**config.mk**
```make
export PLATFORM = sky130hd
export DESIGN_NAME = tw_write_modulator
export DESIGN_NICKNAME = d
export VERILOG_FILES = /design/src/rtl/tw_pkg.sv /design/src/rtl/tw_us_tick.sv /design/src/rtl/tw_seg_timer.sv /design/src/rtl/tw_frame_source.sv /design/src/rtl/tw_write_modulator.sv
export SDC_FILE = /design/constraint.sdc
export NUM_CORES = 1
export LEC_CHECK = 0
export CAP_MARGIN = 20
export CORE_AREA = 2 2 81 160
export CTS_CLUSTER_DIAMETER = 120
export DETAILED_ROUTE_END_ITERATION = 8
export DIE_AREA = 0 0 83 162
export PLACE_DENSITY = 0.79
export SLEW_MARGIN = 20
export SYNTH_ARGS = -nofsm -noshare
export SYNTH_HDL_FRONTEND = slang
export SYNTH_SLANG_ARGS = --single-unit
```
**constraint.sdc**
```tcl
create_clock -name clk -period 4.25 [get_ports clk]
set_clock_uncertainty 0.2 [all_clocks]
set_input_delay 0.85 -clock clk [delete_from_list [all_inputs] [get_ports clk]]
set_output_delay 0.85 -clock clk [all_outputs]
set_load 0.005 [all_outputs]
```
**src/rtl/tw_pkg.sv**
```systemverilog
package tw_pkg;

  typedef enum logic [2:0] {
    TW_IDLE,
    TW_CHARGE,
    TW_GAP,
    TW_CARRIER,
    TW_PROGRAM
  } tw_state_t;

  localparam int unsigned FRAME_BYTES = 14;
  localparam int unsigned FRAME_BITS  = FRAME_BYTES * 8;
  localparam int unsigned POS_W       = $clog2(FRAME_BITS);

  // Byte at position idx of the write frame
  function automatic logic [7:0] frame_byte(input logic [3:0] idx,
                                            input logic [63:0] d,
                                            input logic [15:0] c);
    logic [7:0] b;
    case (idx)
      4'd0:    b = 8'hBB;
      4'd1:    b = 8'hEB;
      4'd10:   b = c[7:0];
      4'd11:   b = c[15:8];
      4'd12:   b = 8'h00;
      4'd13:   b = 8'h03;
      default: b = (idx >= 4'd2 && idx <= 4'd9) ? d[8*(idx-4'd2) +: 8] : 8'h00;
    endcase
    return b;
  endfunction

  // Bit at serial position pos, least significant bit of each byte first
  function automatic logic frame_bit(input logic [POS_W-1:0] pos,
                                     input logic [63:0] d,
                                     input logic [15:0] c);
    logic [7:0] b;
    b = frame_byte(pos[POS_W-1:3], d, c);
    return b[pos[2:0]];
  endfunction

endpackage

```
**src/rtl/tw_us_tick.sv**
```systemverilog
module tw_us_tick #(
  parameter int unsigned CLKS_PER_US = 24
) (
  input  logic clk,
  input  logic rst_n,
  input  logic run,
  output logic tick
);
  localparam int unsigned PW = (CLKS_PER_US > 1) ? $clog2(CLKS_PER_US) : 1;

  generate
    if (CLKS_PER_US <= 1) begin : g_direct
      assign tick = run;
    end else begin : g_prescale
      logic [PW-1:0] pre;
      logic          wrap;
      assign wrap = (pre == PW'(CLKS_PER_US - 1));
      assign tick = run && wrap;

      always_ff @(posedge clk or negedge rst_n) begin
        if (!rst_n)     pre <= '0;
        else if (!run)  pre <= '0;
        else if (wrap)  pre <= '0;
        else            pre <= pre + PW'(1);
      end

      // Ticks are CLKS_PER_US cycles apart, never back to back
      assert_tick_spacing_R2: assert property (@(posedge clk) disable iff (!rst_n)
        tick |=> !tick);
    end
  endgenerate

endmodule

```
**src/rtl/tw_seg_timer.sv**
```systemverilog
module tw_seg_timer #(
  parameter int unsigned CW = 16
) (
  input  logic          clk,
  input  logic          rst_n,
  input  logic          run,
  input  logic          tick,
  input  logic [CW-1:0] seg_len,
  output logic          seg_end
);
  logic [CW-1:0] us_cnt;

  assign seg_end = run && tick && (us_cnt == seg_len - CW'(1));

  always_ff @(posedge clk or negedge rst_n) begin
    if (!rst_n)                us_cnt <= '0;
    else if (!run || seg_end)  us_cnt <= '0;
    else if (tick)             us_cnt <= us_cnt + CW'(1);
  end

  // The count never passes the length of the running interval
  assert_count_bound_R2: assert property (@(posedge clk) disable iff (!rst_n)
    run |-> (us_cnt < seg_len));

endmodule

```
**src/rtl/tw_frame_source.sv**
```systemverilog
module tw_frame_source
  import tw_pkg::*;
(
  input  logic [POS_W-1:0] pos,
  input  logic [63:0]      data_q,
  input  logic [15:0]      crc_q,
  output logic             bit_val
);
  assign bit_val = frame_bit(pos, data_q, crc_q);
endmodule

```
**src/rtl/tw_write_modulator.sv**
```systemverilog
module tw_write_modulator
  import tw_pkg::*;
#(
  parameter int unsigned CLKS_PER_US = 24,
  parameter int unsigned CHARGE_US   = 50000,
  parameter int unsigned BIT_US      = 2000,
  parameter int unsigned ONE_OFF_US  = 1000,
  parameter int unsigned ZERO_OFF_US = 300,
  parameter int unsigned PROG_US     = 50000
) (
  input  logic        clk,
  input  logic        rst_n,
  input  logic        start,
  input  logic [63:0] tag_data,
  input  logic [15:0] tag_crc,
  output logic        field_mod,
  output logic        busy,
  output logic        done
);
  localparam int unsigned MAX_A  = (CHARGE_US > PROG_US) ? CHARGE_US : PROG_US;
  localparam int unsigned MAX_US = (MAX_A > BIT_US) ? MAX_A : BIT_US;
  localparam int unsigned CW     = $clog2(MAX_US + 1);

  tw_state_t        state;
  logic [POS_W-1:0] bit_idx;
  logic [63:0]      data_q;
  logic [15:0]      crc_q;
  logic [CW-1:0]    seg_len;
  logic             tick, seg_end, cur_bit, last_bit, accept;

  assign busy     = (state != TW_IDLE);
  assign accept   = !busy && start;
  assign last_bit = (bit_idx == POS_W'(FRAME_BITS - 1));

  tw_us_tick #(.CLKS_PER_US(CLKS_PER_US)) u_tick (
    .clk(clk), .rst_n(rst_n), .run(busy), .tick(tick)
  );

  tw_seg_timer #(.CW(CW)) u_timer (
    .clk(clk), .rst_n(rst_n), .run(busy), .tick(tick),
    .seg_len(seg_len), .seg_end(seg_end)
  );

  tw_frame_source u_src (
    .pos(bit_idx), .data_q(data_q), .crc_q(crc_q), .bit_val(cur_bit)
  );

  always_comb begin
    case (state)
      TW_CHARGE:  seg_len = CW'(CHARGE_US);
      TW_GAP:     seg_len = cur_bit ? CW'(ONE_OFF_US) : CW'(ZERO_OFF_US);
      TW_CARRIER: seg_len = cur_bit ? CW'(BIT_US - ONE_OFF_US) : CW'(BIT_US - ZERO_OFF_US);
      TW_PROGRAM: seg_len = CW'(PROG_US);
      default:    seg_len = CW'(1);
    endcase
  end

  always_ff @(posedge clk or negedge rst_n) begin
    if (!rst_n) begin
      state   <= TW_IDLE;
      bit_idx <= '0;
      data_q  <= '0;
      crc_q   <= '0;
      done    <= 1'b0;
    end else begin
      done <= 1'b0;
      if (accept) begin
        state   <= TW_CHARGE;
        bit_idx <= '0;
        data_q  <= tag_data;
        crc_q   <= tag_crc;
      end else if (seg_end) begin
        case (state)
          TW_CHARGE:  state <= TW_GAP;
          TW_GAP:     state <= TW_CARRIER;
          TW_CARRIER: begin
            if (last_bit) state <= TW_PROGRAM;
            else begin
              state   <= TW_GAP;
              bit_idx <= bit_idx + POS_W'(1);
            end
          end
          TW_PROGRAM: begin
            state <= TW_IDLE;
            done  <= 1'b1;
          end
          default:    state <= TW_IDLE;
        endcase
      end
    end
  end

  assign field_mod = (state == TW_GAP);

  // Field stays on while idle
  assert_idle_field_on_R1: assert property (@(posedge clk) disable iff (!rst_n)
    !busy |-> !field_mod);

  // A gap only begins when the timer closes an interval
  assert_gap_on_boundary_R3: assert property (@(posedge clk) disable iff (!rst_n)
    $rose(field_mod) |-> $past(seg_end));

  // Completion is a single cycle and follows a busy cycle
  assert_done_single_R7: assert property (@(posedge clk) disable iff (!rst_n)
    done |=> !done);
  assert_done_after_busy_R7: assert property (@(posedge clk) disable iff (!rst_n)
    done |-> (!busy && $past(busy)));

  // A start seen while busy never rewinds the bit position
  assert_no_restart_R8: assert property (@(posedge clk) disable iff (!rst_n)
    (busy && start) |=> (busy || done) && (bit_idx >= $past(bit_idx)));

  // Captured payload is frozen while busy
  assert_payload_frozen_R9: assert property (@(posedge clk) disable iff (!rst_n)
    (busy && $past(busy)) |-> ($stable(data_q) && $stable(crc_q)));

endmodule

```
Word-level counts from Yosys, hierarchy flattened
Cells that the tools add are included.
{"block": "word_totals", "ff_bits": 112, "input_bits": 83}
{"block": "op_classes", "n_eq_ne": 13, "magnitude_cmp": 3, "reduce_logical": 14, "mux": 22, "add_sub_neg": 5, "shifts": 1}
{"op": "variable part select 64 x 33 -> 8 bit", "n": 1}
{"op": "one-hot mux 16 bit (3 select lines)", "n": 1}
{"op": "one-hot mux 8 bit (6 select lines)", "n": 1}
{"op": "two-way mux 16 bit", "n": 2}
{"op": "two-way mux 7 bit", "n": 4}
{"op": "adder 16 x 1 -> 16 bit (second input constant)", "n": 1}
{"op": "equality test 16 bit", "n": 1}
{"op": "equality test 4 bit (second input constant)", "n": 4}
{"op": "subtractor 16 x 1 -> 16 bit (second input constant)", "n": 1}
{"op": "two-way mux 11 bit", "n": 1}
{"op": "two-way mux 10 bit", "n": 1}
{"op": "two-way mux 5 bit", "n": 2}
{"op": "two-way mux 3 bit", "n": 3}
{"op": "one-hot mux 3 bit (3 select lines)", "n": 1}
{"op": "two-way mux 8 bit", "n": 1}
{"op": "adder 7 x 1 -> 7 bit (second input constant)", "n": 1}
{"op": "equality test 7 bit (second input constant)", "n": 1}
{"op": "equality test 3 x 2 -> 1 bit (second input constant)", "n": 2}
{"op": "nonzero test 2 bit", "n": 3}
{"op": "adder 5 x 1 -> 5 bit (second input constant)", "n": 1}
{"op": "equality test 5 bit (second input constant)", "n": 1}
{"op": "logical AND 1 bit", "n": 5}
{"op": "subtractor 4 x 2 -> 5 bit (second input constant)", "n": 1}
{"op": "equality test 4 x 1 -> 1 bit (second input constant)", "n": 1}
{"op": "other kinds (14)", "n": 17}

Logic depth before layout (Yosys ltp)
{"block": "logic_depth", "word_depth": 13, "depth_mapped": 16}

By module
Synthesis repeated with hierarchy kept, for this count alone.
{"block": "hier_totals", "cells_unflattened": 557, "hier_area_um2": 6296.0}
{"mod": "tw_write_modulator", "cells_each": 242, "area_each_um2": 3621.0, "n_inst": 1}
{"mod": "tw_seg_timer", "cells_each": 174, "area_each_um2": 1437.6, "n_inst": 1}
{"mod": "tw_frame_source", "cells_each": 120, "area_each_um2": 1013.5, "n_inst": 1}
{"mod": "tw_us_tick", "cells_each": 21, "area_each_um2": 224.0, "n_inst": 1}

Least setup slack after synthesis
OpenSTA, ideal clock, no wires.
{"block": "synth_path", "path_kind": "register -> register", "startpoint": "reg bit_idx[4]", "endpoint": "reg bit_idx[5]", "path_stages_with_launch": 16, "t_arrival_ns": 3.620, "period_less_slack_ns": 3.948, "setup_time_ns": 0.128, "path_slack_ns": 0.302, "cell_sequence": "dfrtp_1 buf_6 buf_2 inv_1 ha_1 buf_4 buf_2 mux4_1 mux4_2 nor2_4 nor4_2 o32ai_1 o31ai_2 buf_6 nor4_1 mux2_1"}
{"block": "synth_via", "elab_chain_cells": 13, "word_cells_on_any_way": 30}
{"element": "from (decl)", "line_no": "tw_write_modulator.sv:25", "text": "logic [POS_W-1:0] bit_idx;"}
{"element": "from (signal assigned)", "line_no": "tw_write_modulator.sv:80", "text": "bit_idx <= bit_idx + POS_W'(1);"}
{"element": "subtractor 4 x 2 -> 5 bit (tied with other cells)", "line_no": "tw_pkg.sv:27", "text": "default: b = (idx >= 4'd2 && idx <= 4'd9) ? d[8*(idx-4'd2) +: 8] : 8'h00;"}
{"element": "variable part select 64 x 33 -> 8 bit / logical AND 1 bit (equally long branches)", "line_no": "tw_pkg.sv:27"}
{"element": "two-way mux 8 bit", "line_no": "tw_pkg.sv:27"}
{"element": "one-hot mux 8 bit (6 select lines)", "line_no": "tw_pkg.sv:20", "text": "case (idx)"}
{"element": "binary-select mux 1 bit (select 3 bit)", "line_no": "tw_pkg.sv:38", "text": "return b[pos[2:0]];"}
{"element": "two-way mux 1 bit (not written as such)", "line_no": "tw_pkg.sv:38"}
{"element": "two-way mux 11 bit / two-way mux 10 bit (equally long branches)", "line_no": "tw_write_modulator.sv:52, tw_write_modulator.sv:51"}
{"element": "one-hot mux 16 bit (3 select lines)", "line_no": "tw_write_modulator.sv:49", "text": "case (state)"}
{"element": "subtractor 16 x 1 -> 16 bit", "line_no": "tw_seg_timer.sv:13", "text": "assign seg_end = run && tick && (us_cnt == seg_len - CW'(1));"}
{"element": "equality test 16 bit", "line_no": "tw_seg_timer.sv:13"}
{"element": "logical AND 1 bit", "line_no": "tw_seg_timer.sv:13"}
{"element": "nonzero test 2 bit (no line)"}
{"element": "AND reduction 3 bit (no line)"}
Parallel ways exist; a longest one is shown, timed or not. The select of a mux whose other input is x is not followed.
A chain may end at the register's enable or synchronous reset.

Final worst setup path
{"block": "layout_path", "startpoint": "reg bit_idx[5]", "endpoint": "reg state[2]"}
{"block": "layout_via", "elab_chain_cells": 12, "word_cells_on_any_way": 27}
{"element": "subtractor 4 x 2 -> 5 bit (tied with other cells)", "line_no": "tw_pkg.sv:27"}
{"element": "variable part select 64 x 33 -> 8 bit / logical AND 1 bit (equally long branches)", "line_no": "tw_pkg.sv:27"}
{"element": "two-way mux 8 bit", "line_no": "tw_pkg.sv:27"}
{"element": "one-hot mux 8 bit (6 select lines)", "line_no": "tw_pkg.sv:20"}
{"element": "binary-select mux 1 bit (select 3 bit)", "line_no": "tw_pkg.sv:38"}
{"element": "two-way mux 1 bit (not written as such)", "line_no": "tw_pkg.sv:38"}
{"element": "two-way mux 11 bit / two-way mux 10 bit (equally long branches)", "line_no": "tw_write_modulator.sv:52, tw_write_modulator.sv:51"}
{"element": "one-hot mux 16 bit (3 select lines)", "line_no": "tw_write_modulator.sv:49"}
{"element": "subtractor 16 x 1 -> 16 bit", "line_no": "tw_seg_timer.sv:13"}
{"element": "equality test 16 bit", "line_no": "tw_seg_timer.sv:13"}
{"element": "logical AND 1 bit", "line_no": "tw_seg_timer.sv:13"}
{"element": "nonzero test 2 bit (no line)"}
{"element": "to (signal assigned)", "line_no": "tw_write_modulator.sv:60", "text": "state <= TW_IDLE;"}
{"element": "to (signal assigned)", "line_no": "tw_write_modulator.sv:68", "text": "state <= TW_CHARGE;"}
{"element": "to (signal assigned)", "line_no": "tw_write_modulator.sv:74", "text": "TW_CHARGE: state <= TW_GAP;"}
{"element": "to (decl)", "line_no": "tw_write_modulator.sv:24", "text": "tw_state_t state;"}
Parallel ways exist; a longest one is shown, timed or not. The select of a mux whose other input is x is not followed.

==> insert_results.sql <==
INSERT INTO impl_metrics (metric_group, metric, value, unit) VALUES
('place', 'place.port_buffers', '85', ''),
('critical_path', 'worst-r2r-cell-count', '12', ''),
('outcome', 'outcome', 'finished clean', ''),
('global_routing', 'grt_util_all_layers', '22.1', '%'),
('hold_path', 'min_from', 'u_tick.g_prescale.pre[0]', ''),
('logic_synthesis', 'synth.ff_latch_count', '112', ''),
('timing', 'maxSlewViolCount', '0', ''),
('place', 'gpl.final_weighted_congestion', '0.877', ''),
('critical_path', 'highest_net_fanout_along_the_worst_path', '14', ''),
('layout', 'final-instance-count-excl-fill', '745', ''),
('floorplanning', 'dieWidth', '83', 'um'),
('critical_path', 'timing.rr.end', 'state[2]', ''),
('layout', 'syn2layout_area_growth', '21.6', '%'),
('logic_synthesis', 'post_synth_instance_area', '0.00597', 'sq mm'),
('floorplanning', 'die_h', '162', 'um'),
('logic_synthesis', 'yosysSeqAreaShare', '47.0', '%'),
('floorplanning', 'die-area', '0.0134', 'sq mm'),
('timing', 'tightest_pin_transition', '0.837', 'ns'),
('layout', 'total_nets_final', '683', ''),
('critical_path', 'critical_path.cell_chain', 'inv_1, ha_2, buf_4, mux4_1, mux4_2, nor2_4, nor4_2, o32ai_1, o31ai_2, buf_4, nor3_2, mux2_2', ''),
('pwr', 'pwr-share-comb', '25.8', '%'),
('global_routing', 'grt_pass1_vias', '4880', ''),
('logic_synthesis', 'dominant_synthesized_flop_cell', 'sky130_fd_sc_hd__dfrtp_1', ''),
('critical_path', 'crit_path_end', 'state[2]', ''),
('layout', 'antenna_cells_inserted', '0', ''),
('logic_synthesis', 'postSynthCellCount', '515', ''),
('logic_synthesis', 'post_synth.cell_area_avg', '11.6', 'sq um'),
('routing', 'postRouteAntennaNets', '0', ''),
('clock_tree', 'post_cts.repair.setup_buffers', '0', ''),
('critical_path', 'cp_data_arrival_time', '3.91', 'ns'),
('critical_path', 'required', '4.29', 'ns'),
('global_routing', 'top_usage_layer', 'met2', ''),
('routing', 'num_vias', '4425', ''),
('logic_synthesis', 'yosysUniqueCellTypes', '66', ''),
('place', 'dp.cells', '729', ''),
('pwr', 'net-switching-power', '0.976', 'mW'),
('timing', 'setup_viol', '0', ''),
('pwr', 'worst_ir_drop_vdd', '0.345', 'mV'),
('pwr', 'share_seq_of_total_power', '48.5', '%'),
('timing', 'finalHoldViolations', '0', ''),
('clock_tree', 'cts-htree-levels', '3', ''),
('floorplanning', 'std_cell_rows', '57', ''),
('timing', 'final.period_utilization', '91.2', '%'),
('critical_path', 'timing_worst_setup_path_type', 'register to register', ''),
('global_routing', 'global_route_met3_utilization', '3.35', '%'),
('pwr', 'cellLeakagePower', '2.94', 'nW'),
('pwr', 'intPower', '2.31', 'mW'),
('floorplanning', 'ioPinCount', '86', ''),
('critical_path', 'setup.worst_path.end_class', 'register', ''),
('global_routing', 'grt_pass1_wl', '23600', 'um'),
('timing', 'fin_crit', '3.87', 'ns'),
('pwr', 'clock_power_share', '25.7', '%'),
('clock_tree', 'cts.path.max_buffers', '2', ''),
('critical_path', 'setup.reg_to_reg.worst_slack', '0.38', 'ns'),
('critical_path', 'cpMaxStageDelayCell', 'sky130_fd_sc_hd__mux4_2', ''),
('critical_path', 'crit_path_frequent_cell', 'sky130_fd_sc_hd__buf_4', ''),
('timing', 'grt_setup_unrepaired', 'false', ''),
('clock_tree', 'clock_latency', '0.36', 'ns'),
('hold_path', 'worst_min_delay_path_class', 'register to register', ''),
('global_routing', 'grt_use_met2', '41.1', '%'),
('layout', 'layout-drive-gt1-share', '23.1', '%'),
('critical_path', 'critical_path.reg2reg.startpoint', 'bit_idx[5]', ''),
('timing', 'max-slew-margin-rel', '44.2', '%'),
('layout', 'final.fill_count', '983', ''),
('pwr', 'switching_share', '29.7', '%'),
('layout', 'finalCoreUtilization', '59.5', '%'),
('clock_tree', 'tritoncts', 'done', ''),
('critical_path', 'critPathTopFamily', 'multiplexers', ''),
('timing', 'max_freq', '0.258', 'GHz'),
('clock_tree', 'postCtsHoldBufs', '0', ''),
('pwr', 'power.total', '3.29', 'mW');
[power by group through the flow]
stage	combinational [mW]	sequential (mW)	clock [mW]
3_3_place_gp	0.810	1.60	0
5_1_grt	0.925	1.64	0.907
3_5_place_dp	0.848	1.62	0
6_report	0.849	1.60	0.844
2_1_floorplan	0.622	1.52	0
4_1_cts	0.855	1.60	0.861
[synthesized netlist by cell type, types with 4 or more instances]
cell,n,share of area [%]
sky130_fd_sc_hd__nand3_1,18,1.5
sky130_fd_sc_hd__dfrtp_1,112,47
sky130_fd_sc_hd__nor2_1,42,2.6
sky130_fd_sc_hd__buf_6,4,0.75
sky130_fd_sc_hd__mux4_2,8,3.0
sky130_fd_sc_hd__a21oi_1,12,1.0
sky130_fd_sc_hd__xor2_1,14,2.1
sky130_fd_sc_hd__nor3b_1,4,0.50
sky130_fd_sc_hd__or3_1,5,0.52
sky130_fd_sc_hd__o31ai_1,7,0.88
sky130_fd_sc_hd__ha_1,7,1.5
sky130_fd_sc_hd__nor3_1,11,0.92
sky130_fd_sc_hd__mux2i_1,13,2.2
sky130_fd_sc_hd__and3_1,8,0.84
sky130_fd_sc_hd__buf_2,9,0.75
sky130_fd_sc_hd__clkbuf_1,15,0.94
sky130_fd_sc_hd__xnor2_1,7,1.0
sky130_fd_sc_hd__and2_1,4,0.42
sky130_fd_sc_hd__mux2_2,85,16
sky130_fd_sc_hd__inv_1,13,0.82
sky130_fd_sc_hd__o21ai_0,14,1.2
sky130_fd_sc_hd__mux4_1,4,1.8
sky130_fd_sc_hd__or4_1,4,0.50
sky130_fd_sc_hd__nand4_1,5,0.52
sky130_fd_sc_hd__nand2_1,28,1.8
sky130_fd_sc_hd__a31oi_1,4,0.42
[final cells by class]
class | instances | area [sq um] | share of cell area [%]
multi-input cells | 358 | 2950 | 40.6
flip-flops and latches | 112 | 2800 | 38.6
repair buffers | 99 | 978 | 13.5
clock buffers | 9 | 225 | 3.10
well taps | 147 | 184 | 2.53
clock inverters | 7 | 75.1 | 1.03
inverters | 13 | 48.8 | 0.672
[timing repair]
item / in CTS / in global routing
gates resized for setup: 0 / 2
endpoints found under the hold margin: 0 / 0
endpoints found under the setup margin: 0 / 17
[state kept, by name (all words and copies together), names as in the netlist]
signal and cells:
data_q 64, crc_q 16, u_timer.us_cnt 16, bit_idx 7, u_tick.g_prescale.pre 5, state 3, done 1
[through the flow]
stage,setup WS [ns],area [sq um]
finish,0.376,7260
global route,0.103,7260
CTS,0.0864,7250
detailed placement,0.124,6950
global placement,0.307,6950
floorplan,0.302,5970
[layout by cell type, fill, tap and decap left out, types with 4 or more instances in the layout]
cell,count
sky130_fd_sc_hd__and3_1,8
sky130_fd_sc_hd__o31ai_1,7
sky130_fd_sc_hd__nand2_1,28
sky130_fd_sc_hd__buf_4,13
sky130_fd_sc_hd__xnor2_1,7
sky130_fd_sc_hd__clkdlybuf4s50_1,84
sky130_fd_sc_hd__mux2_2,85
sky130_fd_sc_hd__dfrtp_1,112
sky130_fd_sc_hd__nor3b_1,4
sky130_fd_sc_hd__nor3_1,11
sky130_fd_sc_hd__inv_1,13
sky130_fd_sc_hd__mux4_2,8
sky130_fd_sc_hd__o21ai_0,14
sky130_fd_sc_hd__or4_1,4
sky130_fd_sc_hd__mux2i_1,13
sky130_fd_sc_hd__nand4_1,5
sky130_fd_sc_hd__mux4_1,4
sky130_fd_sc_hd__nor2_1,42
sky130_fd_sc_hd__ha_1,6
sky130_fd_sc_hd__or3_1,5
sky130_fd_sc_hd__a21oi_1,12
sky130_fd_sc_hd__xor2_1,14
sky130_fd_sc_hd__a31oi_1,4
sky130_fd_sc_hd__clkbuf_16,9
sky130_fd_sc_hd__nand3_1,18
[cells by family after synthesis]
| group | count (synthesis) | share of synthesized area [%] |
|---|---|---|
| compound gates | 67 | 7.96 |
| fa+ha+maj | 7 | 1.47 |
| simple gates | 151 | 13.3 |
| flops | 112 | 47.0 |
| mux | 112 | 23.4 |
| buf+inv | 45 | 3.86 |
| xor+xnor | 21 | 3.08 |
[routing by layer]
layer  up-vias  wire [um]
met1      2206       4810
li1       2035          -
met2       136       7970
met4         0        849
met5         -          0
met3        48        450
[worst min-delay path by stage]
stage / to / slack, ns / cells past startpoint
2_1_floorplan: u_tick.g_prescale.pre[0] / 0.23 / 1
3_3_place_gp: u_tick.g_prescale.pre[0] / 0.25 / 1
3_5_place_dp: u_tick.g_prescale.pre[0] / 0.26 / 1
4_1_cts: u_tick.g_prescale.pre[0] / 0.28 / 1
5_1_grt: u_tick.g_prescale.pre[0] / 0.29 / 1
6_report: u_tick.g_prescale.pre[0] / 0.28 / 1
Note: power is estimated with default switching activity, not from simulation.
